## src/rtl/pcm_tx_pkg.sv

```systemverilog
package pcm_tx_pkg;

    typedef enum logic [1:0] {
        ST_IDLE = 2'd0,
        ST_LEAD = 2'd1,
        ST_PCM  = 2'd2,
        ST_CTL  = 2'd3
    } tx_state_t;

endpackage

```

## src/rtl/pcm_tx_fsm.sv

```systemverilog
module pcm_tx_fsm
    import pcm_tx_pkg::*;
#(
    parameter int SLOT_W   = 16,
    parameter int NARROW_W = 8,
    parameter int IDX_W    = $clog2(SLOT_W)
) (
    input  logic             clk,
    input  logic             rst_n,
    input  logic             bclk_en,
    input  logic             cfg_wide,
    input  logic             cfg_long,
    input  logic [1:0]       cfg_ctl_cnt,
    output tx_state_t        nxt_state,
    output logic [IDX_W-1:0] nxt_idx,
    output logic             frame_start
);

    localparam int LEN_W = IDX_W + 1;

    tx_state_t        state_q;
    logic [IDX_W-1:0] idx_q;
    logic [LEN_W-1:0] pcm_len;
    logic [LEN_W-1:0] ctl_len;
    logic             pcm_last;
    logic             ctl_last;
    logic             at_end;

    // Slot geometry: control bits only exist in the wide slot
    always_comb begin
        ctl_len = cfg_wide ? LEN_W'(cfg_ctl_cnt) : '0;
        pcm_len = cfg_wide ? (LEN_W'(SLOT_W) - LEN_W'(cfg_ctl_cnt))
                           : LEN_W'(NARROW_W);
    end

    assign pcm_last = ({1'b0, idx_q} == (pcm_len - LEN_W'(1)));
    assign ctl_last = ({1'b0, idx_q} == (ctl_len - LEN_W'(1)));

    // Next-state logic
    always_comb begin
        nxt_state = state_q;
        nxt_idx   = idx_q;
        at_end    = 1'b0;
        unique case (state_q)
            ST_IDLE: begin
                at_end = 1'b1;
            end
            ST_LEAD: begin
                nxt_state = ST_PCM;
                nxt_idx   = '0;
            end
            ST_PCM: begin
                if (pcm_last) begin
                    if (ctl_len != '0) begin
                        nxt_state = ST_CTL;
                        nxt_idx   = '0;
                    end else begin
                        at_end = 1'b1;
                    end
                end else begin
                    nxt_idx = idx_q + IDX_W'(1);
                end
            end
            ST_CTL: begin
                if (ctl_last) begin
                    at_end = 1'b1;
                end else begin
                    nxt_idx = idx_q + IDX_W'(1);
                end
            end
        endcase
        if (at_end) begin
            nxt_state = cfg_long ? ST_LEAD : ST_PCM;
            nxt_idx   = '0;
        end
    end

    assign frame_start = bclk_en && at_end;

    // State register
    always_ff @(posedge clk) begin
        if (!rst_n) begin
            state_q <= ST_IDLE;
            idx_q   <= '0;
        end else if (bclk_en) begin
            state_q <= nxt_state;
            idx_q   <= nxt_idx;
        end
    end

    assert_idle_once_R1: assert property (@(posedge clk) disable iff (!rst_n)
        (state_q != ST_IDLE) |=> (state_q != ST_IDLE));

    assert_lead_in_long_R5: assert property (@(posedge clk) disable iff (!rst_n)
        (state_q == ST_LEAD) |-> cfg_long);

    assert_ctl_in_wide_R10: assert property (@(posedge clk) disable iff (!rst_n)
        (state_q == ST_CTL) |-> cfg_wide);

    assert_hold_without_en_R2: assert property (@(posedge clk) disable iff (!rst_n)
        !bclk_en |=> ($stable(state_q) && $stable(idx_q)));

endmodule

```

## src/rtl/pcm_tx_fsgen.sv

```systemverilog
module pcm_tx_fsgen #(
    parameter int NARROW_FS   = 6,
    parameter int WIDE_FS_MIN = 13,
    parameter int CNT_W       = $clog2(WIDE_FS_MIN + 4)
) (
    input  logic       clk,
    input  logic       rst_n,
    input  logic       bclk_en,
    input  logic       frame_start,
    input  logic       cfg_wide,
    input  logic       cfg_long,
    input  logic [1:0] cfg_fs_len,
    output logic       fs_active
);

    logic [CNT_W-1:0] pulse_len;
    logic [CNT_W-1:0] left_q;
    logic             fs_q;

    always_comb begin
        if (!cfg_long) begin
            pulse_len = CNT_W'(1);
        end else if (cfg_wide) begin
            pulse_len = CNT_W'(WIDE_FS_MIN) + CNT_W'(cfg_fs_len);
        end else begin
            pulse_len = CNT_W'(NARROW_FS);
        end
    end

    always_ff @(posedge clk) begin
        if (!rst_n) begin
            fs_q   <= 1'b0;
            left_q <= '0;
        end else if (bclk_en) begin
            if (frame_start) begin
                fs_q   <= 1'b1;
                left_q <= pulse_len - CNT_W'(1);
            end else if (left_q != '0) begin
                fs_q   <= 1'b1;
                left_q <= left_q - CNT_W'(1);
            end else begin
                fs_q   <= 1'b0;
            end
        end
    end

    assign fs_active = fs_q;

    assert_sync_on_start_R11: assert property (@(posedge clk) disable iff (!rst_n)
        frame_start |=> fs_q);

endmodule

```

## src/rtl/pcm_tx_serdata.sv

```systemverilog
module pcm_tx_serdata
    import pcm_tx_pkg::*;
#(
    parameter int SLOT_W = 16,
    parameter int IDX_W  = $clog2(SLOT_W)
) (
    input  logic              clk,
    input  logic              rst_n,
    input  logic              bclk_en,
    input  logic              frame_start,
    input  logic              in_valid,
    input  logic [SLOT_W-1:0] in_data,
    input  tx_state_t         nxt_state,
    input  logic [IDX_W-1:0]  nxt_idx,
    input  logic [2:0]        cfg_ctl_bits,
    output logic              sd,
    output logic              underrun
);

    logic [SLOT_W-1:0] word_q;
    logic [SLOT_W-1:0] word_nxt;
    logic              sd_nxt;
    logic              sd_q;
    logic              urun_q;

    // A missing word becomes an all-zero word
    always_comb begin
        if (frame_start) begin
            word_nxt = in_valid ? in_data : '0;
        end else begin
            word_nxt = word_q;
        end
    end

    // Bit select for the coming bit period
    always_comb begin
        unique case (nxt_state)
            ST_PCM:  sd_nxt = word_nxt[nxt_idx];
            ST_CTL:  sd_nxt = cfg_ctl_bits[nxt_idx[1:0]];
            default: sd_nxt = 1'b0;
        endcase
    end

    always_ff @(posedge clk) begin
        if (!rst_n) begin
            word_q <= '0;
            sd_q   <= 1'b0;
            urun_q <= 1'b0;
        end else if (bclk_en) begin
            word_q <= word_nxt;
            sd_q   <= sd_nxt;
            if (frame_start && !in_valid) begin
                urun_q <= 1'b1;
            end
        end
    end

    assign sd       = sd_q;
    assign underrun = urun_q;

    assert_underrun_sticky_R12: assert property (@(posedge clk) disable iff (!rst_n)
        urun_q |=> urun_q);

    assert_starve_sets_flag_R12: assert property (@(posedge clk) disable iff (!rst_n)
        (frame_start && !in_valid) |=> urun_q);

endmodule

```

## src/rtl/pcm_slot_tx.sv

```systemverilog
module pcm_slot_tx
    import pcm_tx_pkg::*;
#(
    parameter int SLOT_W      = 16,
    parameter int NARROW_W    = 8,
    parameter int NARROW_FS   = 6,
    parameter int WIDE_FS_MIN = 13
) (
    input  logic              clk,
    input  logic              rst_n,
    input  logic              bclk_en,
    input  logic [SLOT_W-1:0] in_data,
    input  logic              in_valid,
    output logic              in_ready,
    input  logic              cfg_wide,
    input  logic              cfg_long_sync,
    input  logic              cfg_fs_invert,
    input  logic [1:0]        cfg_fs_len,
    input  logic [1:0]        cfg_ctl_cnt,
    input  logic [2:0]        cfg_ctl_bits,
    output logic              sd_out,
    output logic              fs_out,
    output logic              underrun
);

    localparam int IDX_W = $clog2(SLOT_W);

    tx_state_t        nxt_state;
    logic [IDX_W-1:0] nxt_idx;
    logic             frame_start;
    logic             fs_act;

    pcm_tx_fsm #(
        .SLOT_W   (SLOT_W),
        .NARROW_W (NARROW_W),
        .IDX_W    (IDX_W)
    ) u_fsm (
        .clk         (clk),
        .rst_n       (rst_n),
        .bclk_en     (bclk_en),
        .cfg_wide    (cfg_wide),
        .cfg_long    (cfg_long_sync),
        .cfg_ctl_cnt (cfg_ctl_cnt),
        .nxt_state   (nxt_state),
        .nxt_idx     (nxt_idx),
        .frame_start (frame_start)
    );

    pcm_tx_fsgen #(
        .NARROW_FS   (NARROW_FS),
        .WIDE_FS_MIN (WIDE_FS_MIN)
    ) u_fsgen (
        .clk         (clk),
        .rst_n       (rst_n),
        .bclk_en     (bclk_en),
        .frame_start (frame_start),
        .cfg_wide    (cfg_wide),
        .cfg_long    (cfg_long_sync),
        .cfg_fs_len  (cfg_fs_len),
        .fs_active   (fs_act)
    );

    pcm_tx_serdata #(
        .SLOT_W (SLOT_W),
        .IDX_W  (IDX_W)
    ) u_data (
        .clk          (clk),
        .rst_n        (rst_n),
        .bclk_en      (bclk_en),
        .frame_start  (frame_start),
        .in_valid     (in_valid),
        .in_data      (in_data),
        .nxt_state    (nxt_state),
        .nxt_idx      (nxt_idx),
        .cfg_ctl_bits (cfg_ctl_bits),
        .sd           (sd_out),
        .underrun     (underrun)
    );

    assign in_ready = frame_start;
    assign fs_out   = fs_act ^ cfg_fs_invert;

    assert_short_sync_single_R4: assert property (@(posedge clk) disable iff (!rst_n)
        (bclk_en && !cfg_long_sync && fs_act) |=> !fs_act);

    assert_quiet_between_en_R2: assert property (@(posedge clk) disable iff (!rst_n)
        !bclk_en |=> ($stable(sd_out) && $stable(fs_act)));

    assert_lead_silent_R5: assert property (@(posedge clk) disable iff (!rst_n)
        (frame_start && cfg_long_sync) |=> (!sd_out && fs_act));

endmodule

```

## config.mk

```make
export PLATFORM = sky130hd
export DESIGN_NAME = pcm_slot_tx
export DESIGN_NICKNAME = d
export VERILOG_FILES = /design/src/rtl/pcm_tx_pkg.sv /design/src/rtl/pcm_tx_fsm.sv /design/src/rtl/pcm_tx_fsgen.sv /design/src/rtl/pcm_tx_serdata.sv /design/src/rtl/pcm_slot_tx.sv
export SDC_FILE = /design/constraint.sdc
export NUM_CORES = 1
export LEC_CHECK = 0
export BUFFER_PORTS_ARGS = -buffer_cell sky130_fd_sc_hd__buf_2
export CORE_ASPECT_RATIO = 0.9
export CORE_MARGIN = 2
export CORE_UTILIZATION = 50
export CTS_BUF_LIST = sky130_fd_sc_hd__clkbuf_4 sky130_fd_sc_hd__clkbuf_8
export DETAILED_ROUTE_END_ITERATION = 6
export GPL_TIMING_DRIVEN = 0
export PLACE_DENSITY_LB_ADDON = 0.3
export SLEW_MARGIN = 20
export SYNTH_ARGS = -nofsm -noshare
export SYNTH_HDL_FRONTEND = slang
export SYNTH_SLANG_ARGS = --single-unit
export TNS_END_PERCENT = 5
```

## constraint.sdc

```tcl
create_clock -name clk -period 4.4 [get_ports clk]
set_input_delay 0.66 -clock clk [delete_from_list [all_inputs] [get_ports clk]]
set_output_delay 0.66 -clock clk [all_outputs]
set_load 0.005 [all_outputs]
```

==> results of run 1 <==
what timing repair did:
action | 4_1_cts | 5_1_grt
setup endpoints to repair | 0 | 3
gates resized for setup | 0 | 3
hold buffers | 0 | 0
final cells by class:
class                   instances  area share (%)
multi-input cells             217            58.3
well taps                      62            3.00
clock inverters                 3            1.55
flip-flops and latches         30            23.2
clock buffers                   5            2.66
repair buffers                 31            5.99
plain buffers                  16            3.00
inverters                      15            2.32
power by group through the flow:
| stage | Combinational, mW | Clock (mW) | Sequential [mW] |
|---|---|---|---|
| floorplan | 0.151 | 0 | 0.307 |
| global placement | 0.197 | 0 | 0.310 |
| detailed placement | 0.201 | 0 | 0.310 |
| CTS | 0.203 | 0.275 | 0.304 |
| global route | 0.230 | 0.286 | 0.306 |
| finish | 0.206 | 0.271 | 0.304 |
cell usage after synthesis (2+ instances only):
master	instances	area share, %
nand4_1	2	0.56
ha_1	11	6.1
buf_1	3	0.50
nor2_1	8	1.3
mux2i_1	16	7.2
dfxtp_1	30	27
o211a_1	2	0.89
o21ai_0	9	2.0
nand3_1	21	4.7
nor3_1	4	0.89
nand2_1	40	6.7
and3_2	2	0.67
and2_1	3	0.84
o21a_1	2	0.67
nand2b_1	5	1.4
o211ai_1	2	0.67
nand3b_1	4	1.3
buf_2	2	0.45
xor2_1	5	2.0
o311a_1	2	0.89
mux2_4	2	1.3
a22oi_1	2	0.67
clkbuf_1	10	1.7
a21oi_1	13	2.9
nor2b_1	8	2.2
a21boi_0	22	7.4
o2111ai_1	2	0.78
a31oi_1	4	1.1
inv_1	15	2.5
o22ai_1	3	0.84
xnor2_1	2	0.78
buf_6	2	1.0
kinds of logic (layout without fill, tap and decap cells):
kind of cell	count (synthesis)	in the layout	share of synthesized area [%]
buf+inv	32	70	6.15
mux	19	19	9.67
simple gates	105	105	23.5
compound gates	74	74	23.9
flops	30	30	26.8
fa+ha+maj	11	11	6.15
xor+xnor	8	8	3.80
worst max-delay path, cell delays in order:
cell	delay, ns
buf_2	0.13
inv_1	0.05
ha_1	0.28
nand2_1	0.06
ha_1	0.24
xor3_1	0.35
nand2_1	0.08
nand3b_2	0.14
and2_4	0.17
buf_6	0.12
mux2_4	0.31
a221oi_4	0.62
mux4_1	0.68
nand3b_1	0.13
o311ai_1	0.11
nor3_1	0.18
routing by layer:
metal / wire length, um / global-route usage [%]
met3: 268 / 4.18
met4: 55 / 5.80
met2: 2380 / 33.4
met5: 0 / 0
met1: 2420 / 30.5
per-stage QoR:
step	hold slack, ns	utilization [%]	power, mW
floorplan	0.440	-	0.457
global placement	0.450	56.5	0.507
detailed placement	0.454	56.5	0.511
CTS	0.463	59.0	0.782
global route	0.485	59.2	0.822
finish	0.461	59.2	0.780
worst max path at each step:
stage	from	to	slack [ns]	cells after the start
finish	cfg_ctl_cnt[0]	u_data.sd	0.28	16
global route	cfg_wide	u_fsgen.left_q[4]	0.08	16
CTS	cfg_wide	in_ready	0.06	13
detailed placement	cfg_ctl_cnt[0]	u_data.sd	-0.03	16
global placement	cfg_ctl_cnt[0]	u_data.sd	0.02	16
floorplan	cfg_ctl_cnt[0]	u_data.sd	0.59	15
registers in the layout, indices dropped and copies added (netlist names):
signal,cells
u_fsm.idx_q,4
u_fsgen.left_q,5
u_data.underrun,1
u_data.sd,1
u_fsm.state_q,2
u_data.word_q,16
u_fsgen.fs_active,1
==> results.json, run 1 <==
{
  "status": "finished clean",
  "final_common_cell": "nand2_1",
  "timing.rr.start": "u_fsm.idx_q[2]",
  "hold_path.class": "register to register",
  "hold_depth": 2,
  "drive_above_1_share_pct": 18.0,
  "syn_area_per_cell_sq_um": 8.02,
  "io_pins": 34,
  "grt_max_degree": 11,
  "synth_area_sq_um": 2240,
  "synth_ff_type": "dfxtp_1",
  "worst-r2r-setup-slack_ns": 0.89,
  "drt-initial-drc-count": 167,
  "cp.required_ns": 4.61,
  "core_area_sq_um": 4370,
  "internal_power_mw": 0.546,
  "ant_nets": 0,
  "synth_edf_count": 0,
  "leakage_nw": 1.09,
  "ys_seq_area_share_pct": 26.8,
  "hp-start": "u_data.word_q[14]",
  "cts_sinks": 30,
  "antenna_cells": 0,
  "pre_cts_slack_ns": -0.0269,
  "dp_hpwl_um": 3950,
  "max-cap-violations": 0,
  "port_buffers": 31,
  "multiInputGateArea_sq_um": 1510,
  "htree_levels": 2,
  "p_sw_share_pct": 30.1,
  "finalSetupViolations": 0,
  "vdd_drop_max_uv": 228,
  "final-seq-area_sq_um": 601,
  "fin_worst_skew_ns": 0.00472,
  "fillCellCount": 412,
  "grt_pass1_vias": 1811,
  "clk_latency_ns": 0.28,
  "initial_core_util_pct": 51.2,
  "fp-row-count": 23,
  "nets": 357,
  "die-width_um": 74.5,
  "slew_viol_final": 0,
  "via_per_inst": 5.58,
  "cts-root-buf": "clkbuf_8",
  "p_comb_share_pct": 26.3,
  "max_freq_mhz": 242,
  "dpl.cell_count": 372,
  "dieArea_sq_um": 5030,
  "arrival_ns": 4.33,
  "tightest_slew_ns": 0.702,
  "antenna_found_initial": 0,
  "grt_pass1_wl_um": 8380,
  "min_to": "u_data.word_q[14]",
  "layout_common_cells": "nand2_1, buf_2, dfxtp_1",
  "globalplace.congestion": 0.829,
  "worstSetupEndpointType": "register",
  "rr_worst_depth": 12,
  "grt_overflow": 0,
  "rsz0062_at_grt": "false",
  "grtUsageTotal_pct": 21.5,
  "pwr-share-clk_pct": 34.7,
  "synth_nets": 320,
  "ys_seq_elements": 30,
  "path_max_fanout": 10,
  "setup.worst_path.start_class": "primary input",
  "wirelength_um": 5120,
  "path_class": "primary input to register",
  "avgRoutedWirePerCell_um": 13.5,
  "period_needed_ns": 4.12,
  "netSwitchingPower_mw": 0.235,
  "num_vias": 2114,
  "drt_pass1_iterations": 4,
  "setup_tns_ns": 0,
  "place_area_sq_um": 2470,
  "clk_pin_slew_ns": 0.06,
  "die_h_um": 67.5,
  "clock_path_buffers": 2,
  "final_hold_viol_count": 0,
  "setup_ws_ns": 0.276,
  "cts_tree": "built",
  "powerDensity_nw_per_um2": 301,
  "yosysUniqueCellTypes": 53,
  "period_share_pct": 93.7,
  "numCtsBuffers": 5,
  "slew_headroom_pct": 53.2,
  "pwr-share-seq_pct": 39.0,
  "cts_setup_buffers": 0,
  "ys_warn_count": 0,
  "timing.rr.end": "u_data.sd",
  "async_flop_share_pct": 0,
  "area_growth_pct": 15.7,
  "syn_inst": 279,
  "drc_errors": 0,
  "fin_area_sq_um": 2590,
  "layout.cells.non_filler": 379
}
Note: power is estimated with default switching activity, not from simulation.
==> inputs of run 2 (changes only) <==
--- a/config.mk
+++ b/config.mk
@@ -5,7 +5,7 @@
 export SDC_FILE = /design/constraint.sdc
 export NUM_CORES = 1
 export LEC_CHECK = 0
-export BUFFER_PORTS_ARGS = -buffer_cell sky130_fd_sc_hd__buf_2
+export BUFFER_PORTS_ARGS = -buffer_cell sky130_fd_sc_hd__buf_4
 export CORE_ASPECT_RATIO = 0.9
 export CORE_MARGIN = 2
 export CORE_UTILIZATION = 50
==> run 2 against run 1 <==
  * Core utilization up 1.3 points
  * Worst setup slack better by 0.053 ns
  * Sequential cell count unchanged
  * Clock power down 14%
  * Cell area up 2.1%
  * Combinational power up 3%
  * Non-clock buffer count unchanged
  * Register-to-register slack worse by 0.05 ns
  * First-iteration DRC count down 13%
  * Critical endpoint is now in_ready
  * Largest cell class unchanged
==> results.json, run 2 (synthesis gave the netlist of run 1 again) <==
{
  "timing.rr.end": "u_data.sd",
  "path_max_fanout": 16,
  "cts-root-buf": "clkbuf_8",
  "grtUsageTotal_pct": 22.1,
  "dp_hpwl_um": 3820,
  "max-cap-violations": 0,
  "fillCellCount": 410,
  "die_h_um": 67.5,
  "finalPower_mw": 0.750,
  "dieArea_sq_um": 5030,
  "final_hold_viol_count": 0,
  "top_register": "u_data.word_q",
  "slew_viol_final": 0,
  "clock_path_buffers": 2,
  "rsz0062_at_grt": "false",
  "drt_pass1_iterations": 5,
  "hold_path.class": "register to register",
  "core_area_sq_um": 4370,
  "grt_pass1_wl_um": 8510,
  "hold_depth": 2,
  "numCtsBuffers": 5,
  "io_pins": 34,
  "rr_worst_depth": 12,
  "min_to": "u_data.word_q[12]",
  "largestRegisters": "u_data.word_q x16, u_fsgen.left_q x5, u_fsm.idx_q x4",
  "htree_levels": 2,
  "setup.worst_path.start_class": "primary input",
  "cts_setup_buffers": 0,
  "powerDensity_nw_per_um2": 284,
  "worstSetupEndpointType": "output pin",
  "fin_worst_skew_ns": 0.00616,
  "wirelength_um": 5150,
  "num_vias": 2077,
  "worst-r2r-setup-slack_ns": 0.84,
  "vdd_drop_max_uv": 190,
  "hp-start": "u_data.word_q[12]",
  "max_freq_mhz": 246,
  "globalplace.congestion": 0.886,
  "timing.rr.start": "u_fsm.idx_q[1]",
  "clk_pin_slew_ns": 0.06,
  "grt_pass1_vias": 1873,
  "critical_path.startpoint": "cfg_wide",
  "setup_tns_ns": 0,
  "pre_cts_slack_ns": 0.0795,
  "grt_max_degree": 11,
  "layout_common_cells": "nand2_1, buf_4, dfxtp_1",
  "area_growth_pct": 18.1,
  "initial_core_util_pct": 51.2,
  "finalSetupViolations": 0,
  "cts_sinks": 30,
  "period_needed_ns": 4.07,
  "path_class": "primary input to output pin",
  "grt_overflow": 0,
  "die-width_um": 74.5,
  "antenna_cells": 0,
  "leakage_nw": 1.11,
  "slew_headroom_pct": 53.6,
  "antenna_found_initial": 0,
  "drc_errors": 0,
  "avgRoutedWirePerCell_um": 13.6,
  "drive_above_1_share_pct": 17.4,
  "final_common_cell": "nand2_1",
  "port_buffers": 31,
  "status": "finished clean",
  "largest_reg_flops": 16,
  "fp-row-count": 23,
  "drt-initial-drc-count": 145,
  "tightest_slew_ns": 0.696,
  "setup_ws_ns": 0.329,
  "ant_nets": 0,
  "arrival_ns": 3.41,
  "clk_latency_ns": 0.29,
  "via_per_inst": 5.48,
  "cts_tree": "built",
  "period_share_pct": 92.5,
  "nets": 357,
  "cp.required_ns": 3.74
}
==> run 2: through the flow <==
step / cell area, sq um / hold slack, ns / utilization, % / std cells
final: 2640 / 0.464 / 60.4 / 379
after global routing: 2640 / 0.488 / 60.4 / 379
after CTS: 2640 / 0.465 / 60.4 / 380
after detailed placement: 2550 / 0.456 / 58.3 / 372
after global placement: 2550 / 0.449 / 58.3 / 372
after floorplan: 2240 / 0.440 / - / 279
==> run 2: how the worst max path moves through the flow <==
stage           endpoint  slack (ns)  depth (start not counted)
2_1_floorplan  u_data.sd        0.59                         15
3_5_place_dp   u_data.sd        0.08                         16
4_1_cts         in_ready        0.08                         13
3_3_place_gp   u_data.sd        0.09                         16
5_1_grt        u_data.sd        0.06                         14
6_report        in_ready        0.33                         12
==> run 2: final cells by class <==
type	instances	area, sq um	share of cell area, %
plain buffers	16	77.6	2.93
clock buffers	7	90.1	3.41
clock inverters	1	5.00	0.189
inverters	15	60.1	2.27
multi-input cells	217	1500	56.7
flip-flops and latches	30	601	22.7
well taps	62	77.6	2.93
repair buffers	31	233	8.80
==> run 2: what timing repair did <==
| action | CTS | global route |
|---|---|---|
| hold buffers | 0 | 0 |
| setup endpoints to repair | 0 | 1 |
| gates resized for setup | 0 | 1 |
==> run 2: worst max-delay path: stages <==
cell	delay (ns)
buf_4	0.10
buf_2	0.19
nand2_1	0.10
ha_1	0.29
ha_1	0.32
nor3_1	0.08
o2111ai_1	0.22
a21oi_1	0.13
a41oi_1	0.40
buf_2	0.34
clkinvlp_4	0.33
buf_4	0.24
==> run 2: power breakdown <==
part / switching, mW / leakage (nW) / total (mW) / internal (mW)
clock: 0.101 / 0.0517 / 0.233 / 0.132
combinational: 0.116 / 0.809 / 0.213 / 0.0964
sequential: 0.0136 / 0.245 / 0.305 / 0.291
==> run 2: routing by layer <==
metal  up-vias  global-route usage (%)  wire length, um
met3         7                    4.03              212
met2        40                    34.3             2340
met5         -                       0                0
met1       955                    31.0             2520
li1       1075                       -                -
met4         0                    7.37               68
